==> config.mk <==
export PLATFORM = sky130hd
export DESIGN_NAME = oflag_gen
export DESIGN_NICKNAME = d
export VERILOG_FILES = /design/src/rtl/oflag_pkg.sv /design/src/rtl/ofg_alt_track.sv /design/src/rtl/ofg_flag_core.sv /design/src/rtl/ofg_pin_drive.sv /design/src/rtl/oflag_gen.sv
export SDC_FILE = /design/constraint.sdc
export NUM_CORES = 1
export LEC_CHECK = 0
export BUFFER_PORTS_ARGS = -buffer_cell sky130_fd_sc_hd__buf_2
export CAP_MARGIN = 20
export CORE_AREA = 4 4 41 43
export DETAILED_ROUTE_END_ITERATION = 10
export DIE_AREA = 0 0 45 47
export PLACE_DENSITY = 0.57
export SYNTH_ARGS = -nofsm -noshare
export SYNTH_HDL_FRONTEND = slang
export SYNTH_HIERARCHICAL = 1
export SYNTH_SLANG_ARGS = --single-unit
==> constraint.sdc <==
create_clock -name clk -period 1.4 [get_ports clk]
set_input_delay 0.28 -clock clk [delete_from_list [all_inputs] [get_ports clk]]
set_output_delay 0.28 -clock clk [all_outputs]
set_load 0.02 [all_outputs]
==> src/rtl/oflag_pkg.sv <==
package oflag_pkg;
  localparam int MODE_W = 3;
  localparam int DBG_W  = 2;

  typedef enum logic [MODE_W-1:0] {
    OM_ACTIVE   = 3'd0,
    OM_CLR      = 3'd1,
    OM_SET      = 3'd2,
    OM_TGL      = 3'd3,
    OM_ALT_TGL  = 3'd4,
    OM_SET_SEC  = 3'd5,
    OM_SET_ROLL = 3'd6,
    OM_GATED    = 3'd7
  } out_mode_e;
endpackage

==> src/rtl/ofg_alt_track.sv <==
module ofg_alt_track (
  input  logic clk,
  input  logic rst_n,
  input  logic enable,
  input  logic cmp1_hit,
  input  logic cmp2_hit,
  output logic alt_hit
);
  logic expect2_q;

  assign alt_hit = enable & (expect2_q ? cmp2_hit : cmp1_hit);

  always_ff @(posedge clk or negedge rst_n) begin
    if (!rst_n)       expect2_q <= 1'b0;
    else if (alt_hit) expect2_q <= ~expect2_q;
  end

  // The pointer moves from compare 1 to compare 2 after a first-stage hit.
  assert_alt_advance_R4: assert property (@(posedge clk) disable iff (!rst_n)
    (enable && !expect2_q && cmp1_hit) |=> expect2_q);
  // A pulse on the compare not being expected leaves the pointer where it is.
  assert_alt_ignore_R4: assert property (@(posedge clk) disable iff (!rst_n)
    (enable && expect2_q && !cmp2_hit) |=> expect2_q);
endmodule

==> src/rtl/ofg_flag_core.sv <==
module ofg_flag_core
  import oflag_pkg::*;
#(
  parameter logic RESET_FLAG = 1'b0
) (
  input  logic              clk,
  input  logic              rst_n,
  input  logic [MODE_W-1:0] mode,
  input  logic              force_en,
  input  logic              force_val,
  input  logic              ext_cmp,
  input  logic              cmp_hit,
  input  logic              alt_hit,
  input  logic              rollover,
  input  logic              sec_edge,
  output logic              flag_q
);
  logic flag_d;
  out_mode_e m;

  assign m = out_mode_e'(mode);

  always_comb begin
    flag_d = flag_q;
    if (force_en) begin
      if (ext_cmp) flag_d = force_val;
    end else begin
      unique case (m)
        OM_CLR:      if (cmp_hit) flag_d = 1'b0;
        OM_SET:      if (cmp_hit) flag_d = 1'b1;
        OM_TGL:      if (cmp_hit) flag_d = ~flag_q;
        OM_ALT_TGL:  if (alt_hit) flag_d = ~flag_q;
        OM_SET_SEC: begin
          if (sec_edge)     flag_d = 1'b0;
          else if (cmp_hit) flag_d = 1'b1;
        end
        OM_SET_ROLL: begin
          if (rollover)     flag_d = 1'b0;
          else if (cmp_hit) flag_d = 1'b1;
        end
        default: flag_d = flag_q;
      endcase
    end
  end

  always_ff @(posedge clk or negedge rst_n) begin
    if (!rst_n) flag_q <= RESET_FLAG;
    else        flag_q <= flag_d;
  end

  assert_set_on_cmp_R3: assert property (@(posedge clk) disable iff (!rst_n)
    (!force_en && mode == OM_SET && cmp_hit) |=> flag_q);
  assert_clr_on_cmp_R3: assert property (@(posedge clk) disable iff (!rst_n)
    (!force_en && mode == OM_CLR && cmp_hit) |=> !flag_q);
  assert_clear_wins_sec_R5: assert property (@(posedge clk) disable iff (!rst_n)
    (!force_en && mode == OM_SET_SEC && sec_edge) |=> !flag_q);
  assert_clear_wins_roll_R5: assert property (@(posedge clk) disable iff (!rst_n)
    (!force_en && mode == OM_SET_ROLL && rollover) |=> !flag_q);
  assert_force_load_R8: assert property (@(posedge clk) disable iff (!rst_n)
    (force_en && ext_cmp) |=> (flag_q == $past(force_val)));
  assert_force_hold_R8: assert property (@(posedge clk) disable iff (!rst_n)
    (force_en && !ext_cmp) |=> $stable(flag_q));
endmodule

==> src/rtl/ofg_pin_drive.sv <==
module ofg_pin_drive
  import oflag_pkg::*;
(
  input  logic              rst_n,
  input  logic [MODE_W-1:0] mode,
  input  logic              flag_q,
  input  logic              count_active,
  input  logic              prim_clk,
  input  logic              invert_out,
  input  logic              dbg_mode,
  input  logic [DBG_W-1:0]  dbg_action,
  output logic              flag_pin
);
  logic raw_lvl;
  logic pol_lvl;
  logic dbg_low;

  always_comb begin
    unique case (out_mode_e'(mode))
      OM_ACTIVE: raw_lvl = count_active;
      OM_GATED:  raw_lvl = prim_clk & count_active;
      default:   raw_lvl = flag_q;
    endcase
  end

  assign pol_lvl  = raw_lvl ^ invert_out;
  assign dbg_low  = dbg_mode & dbg_action[1];
  assign flag_pin = dbg_low ? 1'b0 : pol_lvl;

  always_comb begin
    if (rst_n && dbg_mode && (dbg_action == 2'd2 || dbg_action == 2'd3))
      assert_dbg_low_R7: assert (flag_pin == 1'b0);
  end
endmodule

==> src/rtl/oflag_gen.sv <==
module oflag_gen
  import oflag_pkg::*;
#(
  parameter logic RESET_FLAG = 1'b0
) (
  input  logic              clk,
  input  logic              rst_n,
  input  logic [MODE_W-1:0] out_mode,
  input  logic              invert_out,
  input  logic              master_en,
  input  logic              force_en,
  input  logic              force_val,
  input  logic              ext_cmp,
  input  logic              cmp_hit,
  input  logic              cmp1_hit,
  input  logic              cmp2_hit,
  input  logic              rollover,
  input  logic              sec_edge,
  input  logic              count_active,
  input  logic              prim_clk,
  input  logic              dbg_mode,
  input  logic [DBG_W-1:0]  dbg_action,
  output logic              flag_pin,
  output logic              cmp_bcast
);
  logic alt_en;
  logic alt_hit;
  logic flag_q;
  logic bcast_q;

  assign alt_en = !force_en && (out_mode == OM_ALT_TGL);

  ofg_alt_track u_alt (
    .clk      (clk),
    .rst_n    (rst_n),
    .enable   (alt_en),
    .cmp1_hit (cmp1_hit),
    .cmp2_hit (cmp2_hit),
    .alt_hit  (alt_hit)
  );

  ofg_flag_core #(.RESET_FLAG(RESET_FLAG)) u_core (
    .clk       (clk),
    .rst_n     (rst_n),
    .mode      (out_mode),
    .force_en  (force_en),
    .force_val (force_val),
    .ext_cmp   (ext_cmp),
    .cmp_hit   (cmp_hit),
    .alt_hit   (alt_hit),
    .rollover  (rollover),
    .sec_edge  (sec_edge),
    .flag_q    (flag_q)
  );

  ofg_pin_drive u_pin (
    .rst_n        (rst_n),
    .mode         (out_mode),
    .flag_q       (flag_q),
    .count_active (count_active),
    .prim_clk     (prim_clk),
    .invert_out   (invert_out),
    .dbg_mode     (dbg_mode),
    .dbg_action   (dbg_action),
    .flag_pin     (flag_pin)
  );

  always_ff @(posedge clk or negedge rst_n) begin
    if (!rst_n) bcast_q <= 1'b0;
    else        bcast_q <= master_en & cmp_hit;
  end

  assign cmp_bcast = bcast_q;

  assert_bcast_cause_R9: assert property (@(posedge clk) disable iff (!rst_n)
    cmp_bcast |-> $past(master_en && cmp_hit));
  assert_bcast_follow_R9: assert property (@(posedge clk) disable iff (!rst_n)
    (master_en && cmp_hit) |=> cmp_bcast);
endmodule

# Word level (Yosys, flattened, before mapping)
# Index checks and enable logic that the tools add are counted.
# totals
output_inout_bits,2
wordCells,38
inputBits,20
reg_bits,3
# op_classes
n_eq_ne,11
bitwise_logic,7
n_reduce_logical,5
n_mux,12
# op_table
cell,count
3-bit equality test (second input constant),4
1-bit 2-to-1 mux,10
3-bit inequality test (second input constant),3
7-bit nonzero test,1
3-bit by 2-bit equality test with 1-bit output (second input constant),2
1-bit case mux with 6 select lines,1
5-bit AND reduction,1
1-bit bitwise AND,4
3-bit by 1-bit equality test with 1-bit output (second input constant),1
3-bit logical NOT,1
2-bit by 1-bit inequality test with 1-bit output (second input constant),1
1-bit inverter,2
1-bit case mux with 2 select lines,1
1-bit logical AND,1
1-bit logical NOT,1
1-bit bitwise XOR,1

# Depth between registers and ports, before layout
# Gate-level depths: netlist of the first run.
# depth
depth_word,6
depth_mapped,6
depth_no_buf,6

# Cells and area by module
# The synthesis of the first run kept the hierarchy.
# modules_own_cells
mod,area_each_um2,cells_per_inst,seq_area_each_um2,instances
ofg_flag_core,160.2,21,25.0,1
ofg_pin_drive,71.3,9,0.0,1
ofg_alt_track,52.6,5,25.0,1
oflag_gen,46.3,3,25.0,1

# Worst setup path before layout of the first run
# Ideal clock, no wire load.
# synth_path
kind,register to output
start,reg u_core.flag_q
end,out flag_pin
arrival_time_ns,1.191
path_stages_with_launch,5
required_ns,1.120
setup_slack_ns,-0.071
path_buffers,0
path_cell_list,dfrtp_1 > o21ai_1 > a31oi_1 > o31a_1 > a211oi_2
# synth_via
elab_chain_cells,3
# synth_rtl
element,line_no,rtl
"start, declared",ofg_flag_core.sv:16,output logic flag_q
"start signal, assigned",ofg_flag_core.sv:48,else flag_q <= flag_d;
1-bit case mux with 2 select lines,ofg_pin_drive.sv:19,unique case (out_mode_e'(mode))
1-bit bitwise XOR,ofg_pin_drive.sv:26,assign pol_lvl = raw_lvl ^ invert_out;
1-bit 2-to-1 mux,ofg_pin_drive.sv:28,assign flag_pin = dbg_low ? 1'b0 : pol_lvl;
"end, declared",oflag_gen.sv:23,"output logic flag_pin,"
# No other way between the ends.

# Worst setup path in the final report of the first run
# Ends and elaborated chain as after synthesis.

==> metrics.md, run 1 <==
| Metric | Value |
|---|---|
| Status | `finished, violations left` |
| Failing checks | `setup timing` |
| Worst hold path type | `primary input to flip-flop` |
| Syn Nets | `58` |
| Reg-to-reg slack, setup | `-30 ps` |
| Most frequent cells in the layout | `buf_2, buf_4, nor2_1` |
| Worst EP arrival | `1410 ps` |
| Clock slew at reported path FFs | `40 ps` |
| Die area | `2120 sq um` |
| Storage cell area | `75.1 sq um` |
| Clk_skew | `3.98 ps` |
| Global-route wire length before repair | `1520 um` |
| Max incr delay on CP | `390 ps` |
| Period utilization | `120%` |
| N_diodes | `0` |
| Via density | `4.94` |
| Cell variety after synth | `29` |
| Yosys top cell by area | `dfrtp_1` |
| Clk root buf | `clkbuf_4` |
| Filler Cell Count | `140` |
| # IOs | `22` |
| Min Tclk post-route | `1690 ps` |
| Placed Area | `512 sq um` |
| Drt wl/cell | `10.8 um` |
| GR Overflow Total | `0` |
| Clk buf depth | `2` |
| CTS tree | `done` |
| Starting DRT DRC Count | `6` |
| Met2 Resource Use GR | `16.4%` |
| Total leakage power | `0.261 nW` |
| Mapped Avg Cell Area | `8.69 sq um` |
| WL final | `932 um` |
| Syn Inst Count | `38` |
| # rows | `13` |
| DRT antenna net count | `0` |
| Fraction of layout cells with a size suffix above 1 | `56.3%` |
| Max Cap Violations | `0` |
| Global route hottest layer | `met2` |
| Critical Path RT | `1120 ps` |
| Slowest CP cell | `dfrtp_1` |
| Initial Util | `25.4%` |
| Area grow syn2layout | `72.0%` |
| CP Max Fanout | `3` |
| Worst vdd rail ir drop | `0.000217 V` |
| DRC | `0` |
| Headroom to the max-slew limit | `69.8%` |
| Clk_lat worst skew | `240 ps` |
| Power share of the combinational group | `42.3%` |
| Total track usage | `10.4%` |
| GR Util met1 | `11.6%` |
| Final nets | `92` |
| Chip Width | `45 um` |
| Reg2reg path depth | `6` |
| Fmax achieved | `0.593 GHz` |
| Net Switching | `139 uW` |
| Final setup margin | `-285 ps` |
| CP Capture Type | `output port` |
| PD cells | `814 nW/um^2` |
| Crit start category | `flip-flop` |
| Vias in the first global route | `390` |
| Switching portion of total power | `30.1%` |
| Die Ht | `47 um` |
| Clk sink count | `3` |
| Worst Tran Pin Value | `447 ps` |
| Seq/Total Area, Yosys | `22.7%` |
| CP Cell Sequence | `nand2b_1 -> a21boi_2 -> o31a_1 -> a211oi_4 -> buf_6` |
| Largest net degree at the start of global routing | `9` |
| Clk pwr share | `33.4%` |
| Post-DP HPWL | `784 um` |
| Final hold vios | `0` |
| Hold Path Stages | `2` |
| Sequential group share of total power | `24.3%` |
| Yosys top cell area share | `22.7%` |
| RSZ-0062 raised after global routing | `yes` |
| Syn. warnings | `6` |
| Multi-input logic area | `260 sq um` |
| Leading cell type in the layout, fill and taps excluded | `buf_2` |
| 1st-pass router iterations | `4` |
| End of the worst register-to-register path | `u_core/flag_q` |
| I/O Buffers | `20` |
| Synth Register Bits | `3` |
| Placer Congestion | `0.710` |
| Total Power | `462 uW` |
| R2R Path Start | `u_alt/expect2_q` |
| Pins Over Slew Limit | `0` |
| WS Path Type | `flip-flop to output port` |
| Synth top area cells | `dfrtp_1, nand2b_1, nor2_1, nor4b_2, o221ai_2` |
| Final setup viols | `2` |
| H-tree depth | `1` |
| Final setup TNS | `-316 ps` |
| Hold path start | `cmp2_hit` |
| Mapped cell area | `330 sq um` |
| Hold worst-path end | `u_alt/expect2_q` |
| Total CTS buffers | `3` |
| Design area | `568 sq um` |
| Via count | `425` |
| Placeable Area | `1300 sq um` |
| Internal power | `323 uW` |
| Grt met3 use | `3.07%` |
| Initial antenna violation count | `0` |
## synth_stat cells
cell      count
nor2_1        4
dfrtp_1       3
nand2b_1      3
a31oi_1       2
and2_1        2
a211oi_2      1
a21boi_2      1
a21oi_1       1
a221o_1       1
and3_1        1
clkbuf_2      1
inv_2         1
mux2_2        1
mux2i_1       1
nand2_1       1
nand3_1       1
nand3b_1      1
nand4_1       1
nor2b_1       1
nor3b_1       1
nor4_1        1
nor4b_1       1
nor4b_2       1
o21ai_1       1
o221ai_2      1
o22a_2        1
o22ai_1       1
o31a_1        1
o32a_1        1
## worst max-delay path by stage
stage,endpoint,slack [ps],cells past startpoint,startpoint
floorplan,flag_pin,20,4,u_core/flag_q
global placement,flag_pin,-210,5,out_mode[0]
detailed placement,flag_pin,-240,5,out_mode[0]
CTS,flag_pin,-310,5,u_core/flag_q
global route,flag_pin,-370,5,u_core/flag_q
finish,flag_pin,-290,5,u_core/flag_q
## critical path, delay by kind of cell, from the launching register on
kind / cells / cell delay (ps)
flops: 1 / 390
buf+inv: 1 / 140
compound gates: 3 / 530
simple gates: 1 / 90
## through the flow
step	hold WS [ps]	util (%)	cells	worst slack [ps]
2_1_floorplan	-15.6	-	38	20.4
3_3_place_gp	76.4	39.3	80	-215
3_5_place_dp	82.9	39.3	80	-242
4_1_cts	240	43.1	85	-310
5_1_grt	252	43.7	86	-370
6_report	247	43.7	86	-285
## sequential cells by signal, indices dropped and copies added (netlist names)
| register | cells |
|---|---|
| u_core/flag_q | 1 |
| cmp_bcast | 1 |
| u_alt/expect2_q | 1 |
## logic make-up after synthesis
group | after synthesis | share of synthesized area [%]
multiplexers | 2 | 6.44
buffers and inverters | 2 | 2.65
AO/OA/AOI/OAI | 12 | 32.2
flip-flops | 3 | 22.7
AND/OR/NAND/NOR | 19 | 36.0
## layer usage
layer / up-vias / wire length [um] / share of wire, %
met5: - / 0 / 0
met4: 0 / 23 / 2.5
met3: 3 / 95 / 10
met2: 18 / 448 / 48
met1: 186 / 365 / 39
li1: 218 / - / -
## what timing repair did
item,in CTS,in global routing
setup endpoints to repair,2,2
resized for setup,3,0
endpoints found under the hold margin,3,0
buffers inserted,0,1
hold buffers,1,0
pin swaps,1,1
gates cloned,0,0
## final cells by class
type                            instances  share of cell area [%]
Tap cell                               15                    3.30
Clock buffer                            4                    4.63
Sequential cell                         3                    13.2
Multi-Input combinational cell         33                    45.8
Timing Repair Buffer                   30                    32.4
Inverter                                1                   0.661
## power by group through the flow
stage	Clock, mW	Sequential, mW	Combinational, mW
floorplan	0	0.116	0.0839
global placement	0	0.114	0.170
detailed placement	0	0.115	0.173
CTS	0.162	0.114	0.184
global route	0.175	0.115	0.218
finish	0.154	0.112	0.196
(Power assumes the default switching activity.)
==> run 2, diff against run 1 <==
--- a/config.mk
+++ b/config.mk
@@ -11,6 +11,7 @@
 export DETAILED_ROUTE_END_ITERATION = 10
 export DIE_AREA = 0 0 45 47
 export PLACE_DENSITY = 0.57
+export RECOVER_POWER = 25
 export SYNTH_ARGS = -nofsm -noshare
 export SYNTH_HDL_FRONTEND = slang
 export SYNTH_HIERARCHICAL = 1
==> run 2 against run 1 <==
Net effect: the run still ends with setup timing left; die area stayed put; clock skew hardly changed; worst hold slack about the same; sequential power about the same; highest routed layer unchanged.
==> metrics.md, run 2 (synthesis gave the netlist of run 1 again) <==
| Metric | Value |
|---|---|
| Clock slew at reported path FFs | `40 ps (about the same)` |
| Placeable Area | `1300 sq um (unchanged)` |
| DRT antenna net count | `0 (unchanged)` |
| Critical Path RT | `1120 ps (about the same)` |
| Final setup margin | `-285 ps (about the same)` |
| Hold slack | `247 ps (about the same)` |
| Vias in the first global route | `390 (unchanged)` |
| Total leakage power | `0.260 nW (was 0.261 nW)` |
| Post-DP HPWL | `784 um (unchanged)` |
| Final nets | `92 (unchanged)` |
| Net Switching | `139 uW (about the same)` |
| Starting DRT DRC Count | `4 (was 6)` |
| Internal power | `323 uW (about the same)` |
| DRC | `0 (unchanged)` |
| WL final | `931 um (was 932 um)` |
| Area grow syn2layout | `72.0% (unchanged)` |
| Period utilization | `120% (about the same)` |
| Power share of the combinational group | `42.3% (about the same)` |
| # rows | `13 (unchanged)` |
| Fmax achieved | `0.593 GHz (about the same)` |
| Final hold vios | `0 (unchanged)` |
| Die area | `2120 sq um (unchanged)` |
| Worst hold path type | `primary input to flip-flop (unchanged)` |
| Status | `finished, violations left (unchanged)` |
| Headroom to the max-slew limit | `69.8% (unchanged)` |
| Crit start category | `flip-flop (unchanged)` |
| Initial antenna violation count | `0 (unchanged)` |
| Fraction of layout cells with a size suffix above 1 | `56.3% (unchanged)` |
| WS Path Type | `flip-flop to output port (unchanged)` |
| Final setup viols | `2 (unchanged)` |
| Switching portion of total power | `30.1% (about the same)` |
| Min Tclk post-route | `1690 ps (about the same)` |
| Hold path start | `cmp2_hit (unchanged)` |
| Leading cell type in the layout, fill and taps excluded | `buf_2 (unchanged)` |
| Worst vdd rail ir drop | `0.000217 V (about the same)` |
| N_diodes | `0 (unchanged)` |
| Most frequent cells in the layout | `buf_2, buf_4, nor2_1 (unchanged)` |
| Via density | `4.95 (was 4.94)` |
| I/O Buffers | `20 (unchanged)` |
| Clk_lat worst skew | `240 ps (about the same)` |
| 1st-pass router iterations | `4 (unchanged)` |
| Clk sink count | `3 (unchanged)` |
| Placer Congestion | `0.710 (unchanged)` |
| CP Capture Type | `output port (unchanged)` |
| CTS tree | `done (unchanged)` |
| Worst EP arrival | `1410 ps (about the same)` |
| Via count | `426 (was 425)` |
| Total CTS buffers | `3 (unchanged)` |
| Initial Util | `25.4% (unchanged)` |
| Chip Width | `45 um (unchanged)` |
| H-tree depth | `1 (unchanged)` |
| Clk buf depth | `2 (unchanged)` |
| Clk pwr share | `33.4% (about the same)` |
| Max Cap Violations | `0 (unchanged)` |
| Sequential group share of total power | `24.3% (about the same)` |
| Total track usage | `10.4% (unchanged)` |
| Largest net degree at the start of global routing | `9 (unchanged)` |
| Pins Over Slew Limit | `0 (unchanged)` |
| Drt wl/cell | `10.8 um (about the same)` |
| RSZ-0062 raised after global routing | `yes (unchanged)` |
| Finished Core Util | `43.7% (unchanged)` |
| PD cells | `813 nW/um^2 (was 814 nW/um^2)` |
| Clk_skew | `4.03 ps (was 3.98 ps)` |
| Worst Tran Pin Value | `447 ps (unchanged)` |
| Critical path launch point | `u_core/flag_q (unchanged)` |
| Die Ht | `47 um (unchanged)` |
| Clk root buf | `clkbuf_4 (unchanged)` |
| CP Max Fanout | `3 (unchanged)` |
| Global-route wire length before repair | `1520 um (unchanged)` |
| Reg-to-reg slack, setup | `-30 ps (about the same)` |
| # IOs | `22 (unchanged)` |
| GR Overflow Total | `0 (unchanged)` |
| Failing checks | `setup timing (unchanged)` |
| R2R Path Start | `u_alt/expect2_q (unchanged)` |
==> run 2: changes by cell type in the layout (fill, tap and decap cells not counted) <==
cell    delta
and2_0     +1
and2_1     -1
==> run 2: area by class of cell <==
type | instances | area [sq um]
Multi-Input combinational cell | 33 | 260
Inverter | 1 | 3.75
Timing Repair Buffer | 30 | 184
Fill cell | 140 | 733
Tap cell | 15 | 18.8
Sequential cell | 3 | 75.1
Clock buffer | 4 | 26.3
==> run 2: what timing repair did <==
| action | 4_1_cts | 5_1_grt |
|---|---|---|
| resized for setup | 3 | 0 |
| pin swaps | 1 | 1 |
| endpoints found under the setup margin | 2 | 2 |
| setup buffers | 0 | 1 |
| endpoints found under the hold margin | 3 | 0 |
| hold buffers | 1 | 0 |
==> run 2: per-stage QoR <==
stage | cells | instance area, sq um | total power [mW] | setup slack, ps | TNS (ps)
2_1_floorplan | 38 | 338 | 0.200 | 20.4 | 0
3_3_place_gp | 80 | 512 | 0.284 | -215 | -382
3_5_place_dp | 80 | 512 | 0.288 | -242 | -406
4_1_cts | 85 | 561 | 0.460 | -310 | -364
5_1_grt | 86 | 568 | 0.507 | -370 | -511
6_report | 86 | 568 | 0.462 | -285 | -317
==> run 2: path summary, 6_finish.rpt <==
check / to / cells past startpoint
setup / recovery: flag_pin / 5
hold / removal: u_alt/expect2_q / 2
setup reg to reg: u_core/flag_q / 6
hold reg to reg: u_alt/expect2_q / 3
max in group asynchronous: u_core/flag_q / 2
min in group asynchronous: cmp_bcast / 2
==> run 2: routing by layer <==
metal	GRT usage (%)	wire [um]
met5	0	0
met4	8.77	23
met3	3.07	95
met2	16.4	447
met1	11.6	364
==> run 2: power groups by stage <==
stage / combinational (mW) / sequential, mW / clock (mW)
2_1_floorplan: 0.0839 / 0.116 / 0
3_3_place_gp: 0.170 / 0.114 / 0
3_5_place_dp: 0.173 / 0.115 / 0
4_1_cts: 0.184 / 0.114 / 0.162
5_1_grt: 0.218 / 0.115 / 0.175
6_report: 0.195 / 0.112 / 0.154
==> run 2: critical path, cell delays in order, from the launching register on <==
cell	delay, ps
dfrtp_1	400
nand2b_1	90
a21boi_2	60
o31a_1	300
a211oi_4	170
buf_6	140
==> run 3, diff against run 2 <==
--- a/config.mk
+++ b/config.mk
@@ -5,12 +5,13 @@
 export SDC_FILE = /design/constraint.sdc
 export NUM_CORES = 1
 export LEC_CHECK = 0
+export ABC_AREA = 1
 export BUFFER_PORTS_ARGS = -buffer_cell sky130_fd_sc_hd__buf_2
 export CAP_MARGIN = 20
 export CORE_AREA = 4 4 41 43
 export DETAILED_ROUTE_END_ITERATION = 10
 export DIE_AREA = 0 0 45 47
-export PLACE_DENSITY = 0.57
+export PLACE_DENSITY = 0.6
 export RECOVER_POWER = 25
 export SYNTH_ARGS = -nofsm -noshare
 export SYNTH_HDL_FRONTEND = slang
==> run 3 against run 2 <==
Net effect: the run now ends clean; first-iteration DRC count rose to 3.8 times the previous value; worst hold slack lost 1.5 ps; setup slack improved by 310 ps; clock power shrank 4%.
==> metrics.md, run 3 <==
| Metric | Value |
|---|---|
| Yosys top cell area share | `31.6% (was 22.7%)` |
| Total CTS buffers | `3 (unchanged)` |
| Design area | `549 sq um (was 568 sq um)` |
| Clk buf depth | `2 (unchanged)` |
| Syn. warnings | `6 (unchanged)` |
| Final setup viols | `0 (was 2)` |
| H-tree depth | `1 (unchanged)` |
| Worst hold path type | `primary input to flip-flop (unchanged)` |
| Via density | `4.38 (was 4.95)` |
| Drt wl/cell | `8.64 um (was 10.8 um)` |
| Final hold vios | `0 (unchanged)` |
| Internal power | `276 uW (was 323 uW)` |
| Post-DP HPWL | `875 um (was 784 um)` |
| Placer Congestion | `0.758 (was 0.710)` |
| Total track usage | `11.8% (was 10.4%)` |
| DRT antenna net count | `0 (unchanged)` |
| Synth top area cells | `nand2_1, dfrtp_1, inv_1, nand3_1, nor2_1 (was dfrtp_1, nand2b_1, nor2_1, nor4b_2, o221ai_2)` |
| Top FF cell, synth | `dfrtp_1 (unchanged)` |
| # rows | `13 (unchanged)` |
| Starting DRT DRC Count | `15 (was 4)` |
| Initial Util | `28.3% (was 25.4%)` |
| Clk sink count | `3 (unchanged)` |
| CP Max Fanout | `2 (was 3)` |
| Syn Nets | `93 (was 58)` |
| Clk_skew | `1.25 ps (was 4.03 ps)` |
| Area grow syn2layout | `49.3% (was 72.0%)` |
| Global-route wire length before repair | `1730 um (was 1520 um)` |
| CP Capture Type | `output port (unchanged)` |
| Largest net degree at the start of global routing | `8 (was 9)` |
| Initial antenna violation count | `0 (unchanged)` |
| CTS tree | `done (unchanged)` |
| Worst vdd rail ir drop | `0.000487 V (was 0.000217 V)` |
| Final setup TNS | `0 ps (was -317 ps)` |
| WL final | `1000 um (was 931 um)` |
| Die Ht | `47 um (unchanged)` |
| RSZ-0062 raised after global routing | `yes (unchanged)` |
| Worst Tran Pin Value | `175 ps (was 447 ps)` |
| Min Tclk post-route | `1380 ps (was 1690 ps)` |
| Leading cell type in the layout, fill and taps excluded | `nand2_1 (was buf_2)` |
| Mapped Avg Cell Area | `5.04 sq um (was 8.69 sq um)` |
| Yosys top cell by area | `nand2_1 (was dfrtp_1)` |
| Async set-reset flop share out of synthesis | `100% (unchanged)` |
| Final nets | `122 (was 92)` |
| Sequential group share of total power | `26.6% (was 24.3%)` |
| Seq/Total Area, Yosys | `20.4% (was 22.7%)` |
| Status | `finished clean (was finished, violations left)` |
| Chip Width | `45 um (unchanged)` |
| Fraction of layout cells with a size suffix above 1 | `28.7% (was 56.3%)` |
| Die area | `2120 sq um (unchanged)` |
| Filler Cell Count | `160 (was 140)` |
| Pins Over Slew Limit | `0 (unchanged)` |
| Mapped cell area | `368 sq um (was 330 sq um)` |
| Most frequent cell after synthesis | `nand2_1 (was nor2_1)` |
| Total leakage power | `0.366 nW (was 0.260 nW)` |
| I/O Buffers | `20 (unchanged)` |
| Post-synth top cells | `nand2_1, inv_1, nor2_1 (was nor2_1, dfrtp_1, nand2b_1)` |
| GR Overflow Total | `0 (unchanged)` |
| Clock slew at reported path FFs | `30 ps (was 40 ps)` |
| Power share of the combinational group | `37.1% (was 42.3%)` |
| Critical Path RT | `1120 ps (about the same)` |
| Crit start category | `flip-flop (unchanged)` |
| Synth Register Bits | `3 (unchanged)` |
| Cell variety after synth | `9 (was 29)` |
| EDFF count, synth | `0 (unchanged)` |
| Placeable Area | `1300 sq um (unchanged)` |
| WS Path Type | `flip-flop to output port (unchanged)` |
| Clk_lat worst skew | `230 ps (was 240 ps)` |
| # IOs | `22 (unchanged)` |
| DRC | `0 (unchanged)` |
| Most frequent cells in the layout | `nand2_1, buf_2, inv_1 (was buf_2, buf_4, nor2_1)` |
| Total Power | `408 uW (was 462 uW)` |
| Via count | `508 (was 426)` |
| 1st-pass router iterations | `4 (unchanged)` |
| PD cells | `743 nW/um^2 (was 813 nW/um^2)` |
| Switching portion of total power | `32.3% (was 30.1%)` |
| Net Switching | `132 uW (was 139 uW)` |
| Fmax achieved | `0.725 GHz (was 0.593 GHz)` |
| Vias in the first global route | `465 (was 390)` |
| N_diodes | `0 (unchanged)` |
| Headroom to the max-slew limit | `88.3% (was 69.8%)` |
| Clk root buf | `clkbuf_4 (unchanged)` |
| Period utilization | `98.6% (was 120%)` |
| Syn Inst Count | `73 (was 38)` |
| Placed Area | `502 sq um (was 512 sq um)` |
| Max Cap Violations | `0 (unchanged)` |
| Worst EP arrival | `1100 ps (was 1410 ps)` |
| Clk pwr share | `36.3% (was 33.4%)` |
[run 3: changes by cell type in the layout (fill, tap and decap cells not counted), moves of 2 or more]
cell      change
nand2_1      +30
inv_1        +15
nand3_1       +6
buf_4         -5
nor2_1        +5
nand2b_1      -3
nand4_1       +3
a31oi_1       -2
buf_2         -2
[run 3: kinds of logic after synthesis]
kind of cell           synth area share (%)
flip-flops                             20.4
buffers and inverters                  16.3
AND/OR/NAND/NOR                        63.3
[run 3: power groups by stage]
| stage | clock network, mW | registers, mW | logic, mW |
|---|---|---|---|
| 6_report | 0.148 | 0.109 | 0.151 |
| 5_1_grt | 0.178 | 0.110 | 0.174 |
| 4_1_cts | 0.157 | 0.108 | 0.153 |
| 3_5_place_dp | 0 | 0.113 | 0.138 |
| 3_3_place_gp | 0 | 0.112 | 0.133 |
| 2_1_floorplan | 0 | 0.111 | 0.0769 |
[run 3: path summary, 6_finish.rpt]
| kind | cells past startpoint | from | slack, ps | end |
|---|---|---|---|---|
| max | 6 | u_core/flag_q | 20 | flag_pin |
| min | 3 | master_en | 250 | cmp_bcast |
| min in group asynchronous | 2 | rst_n | 370 | u_core/flag_q |
| max in group asynchronous | 2 | rst_n | 920 | u_alt/expect2_q |
| max reg2reg | 8 | u_core/flag_q | 170 | u_core/flag_q |
| min reg2reg | 2 | u_alt/expect2_q | 530 | u_alt/expect2_q |
[run 3: critical path, stage by stage (launching register included)]
cell	delay, ps
dfrtp_1	380
nand3_2	70
inv_1	40
nor2_1	80
nor2_1	50
nor2_1	100
buf_4	150
[run 3: timing repair]
item	CTS	global route
hold endpoints to repair	3	0
pin swaps	2	0
endpoints found under the setup margin	1	1
gates resized for setup	1	2
setup buffers	1	0
hold buffers	1	0
[run 3: final cells by class]
| class | instances | area [sq um] | share of cell area [%] |
|---|---|---|---|
| inverters | 16 | 60.1 | 10.9 |
| clock buffers | 4 | 26.3 | 4.78 |
| well taps | 15 | 18.8 | 3.42 |
| flip-flops and latches | 3 | 75.1 | 13.7 |
| repair buffers | 24 | 136 | 24.8 |
| multi-input cells | 54 | 233 | 42.4 |
[run 3: per-layer routing]
| metal | global-route usage (%) | wire length, um | vias up |
|---|---|---|---|
| met5 | 0 | 0 | - |
| met4 | 10.5 | 17 | 0 |
| met3 | 4.60 | 53 | 2 |
| met2 | 20.1 | 522 | 11 |
| met1 | 11.1 | 409 | 220 |
| li1 | - | - | 275 |
[run 3: per-stage QoR]
step	setup slack, ps	util (%)	instances	hold WS [ps]
finish	20.2	42.2	116	245
global route	-107	42.2	116	252
CTS	4.16	42.1	116	234
detailed placement	12.7	38.6	110	81.9
global placement	54.0	38.6	110	77.5
floorplan	185	-	73	-15.6
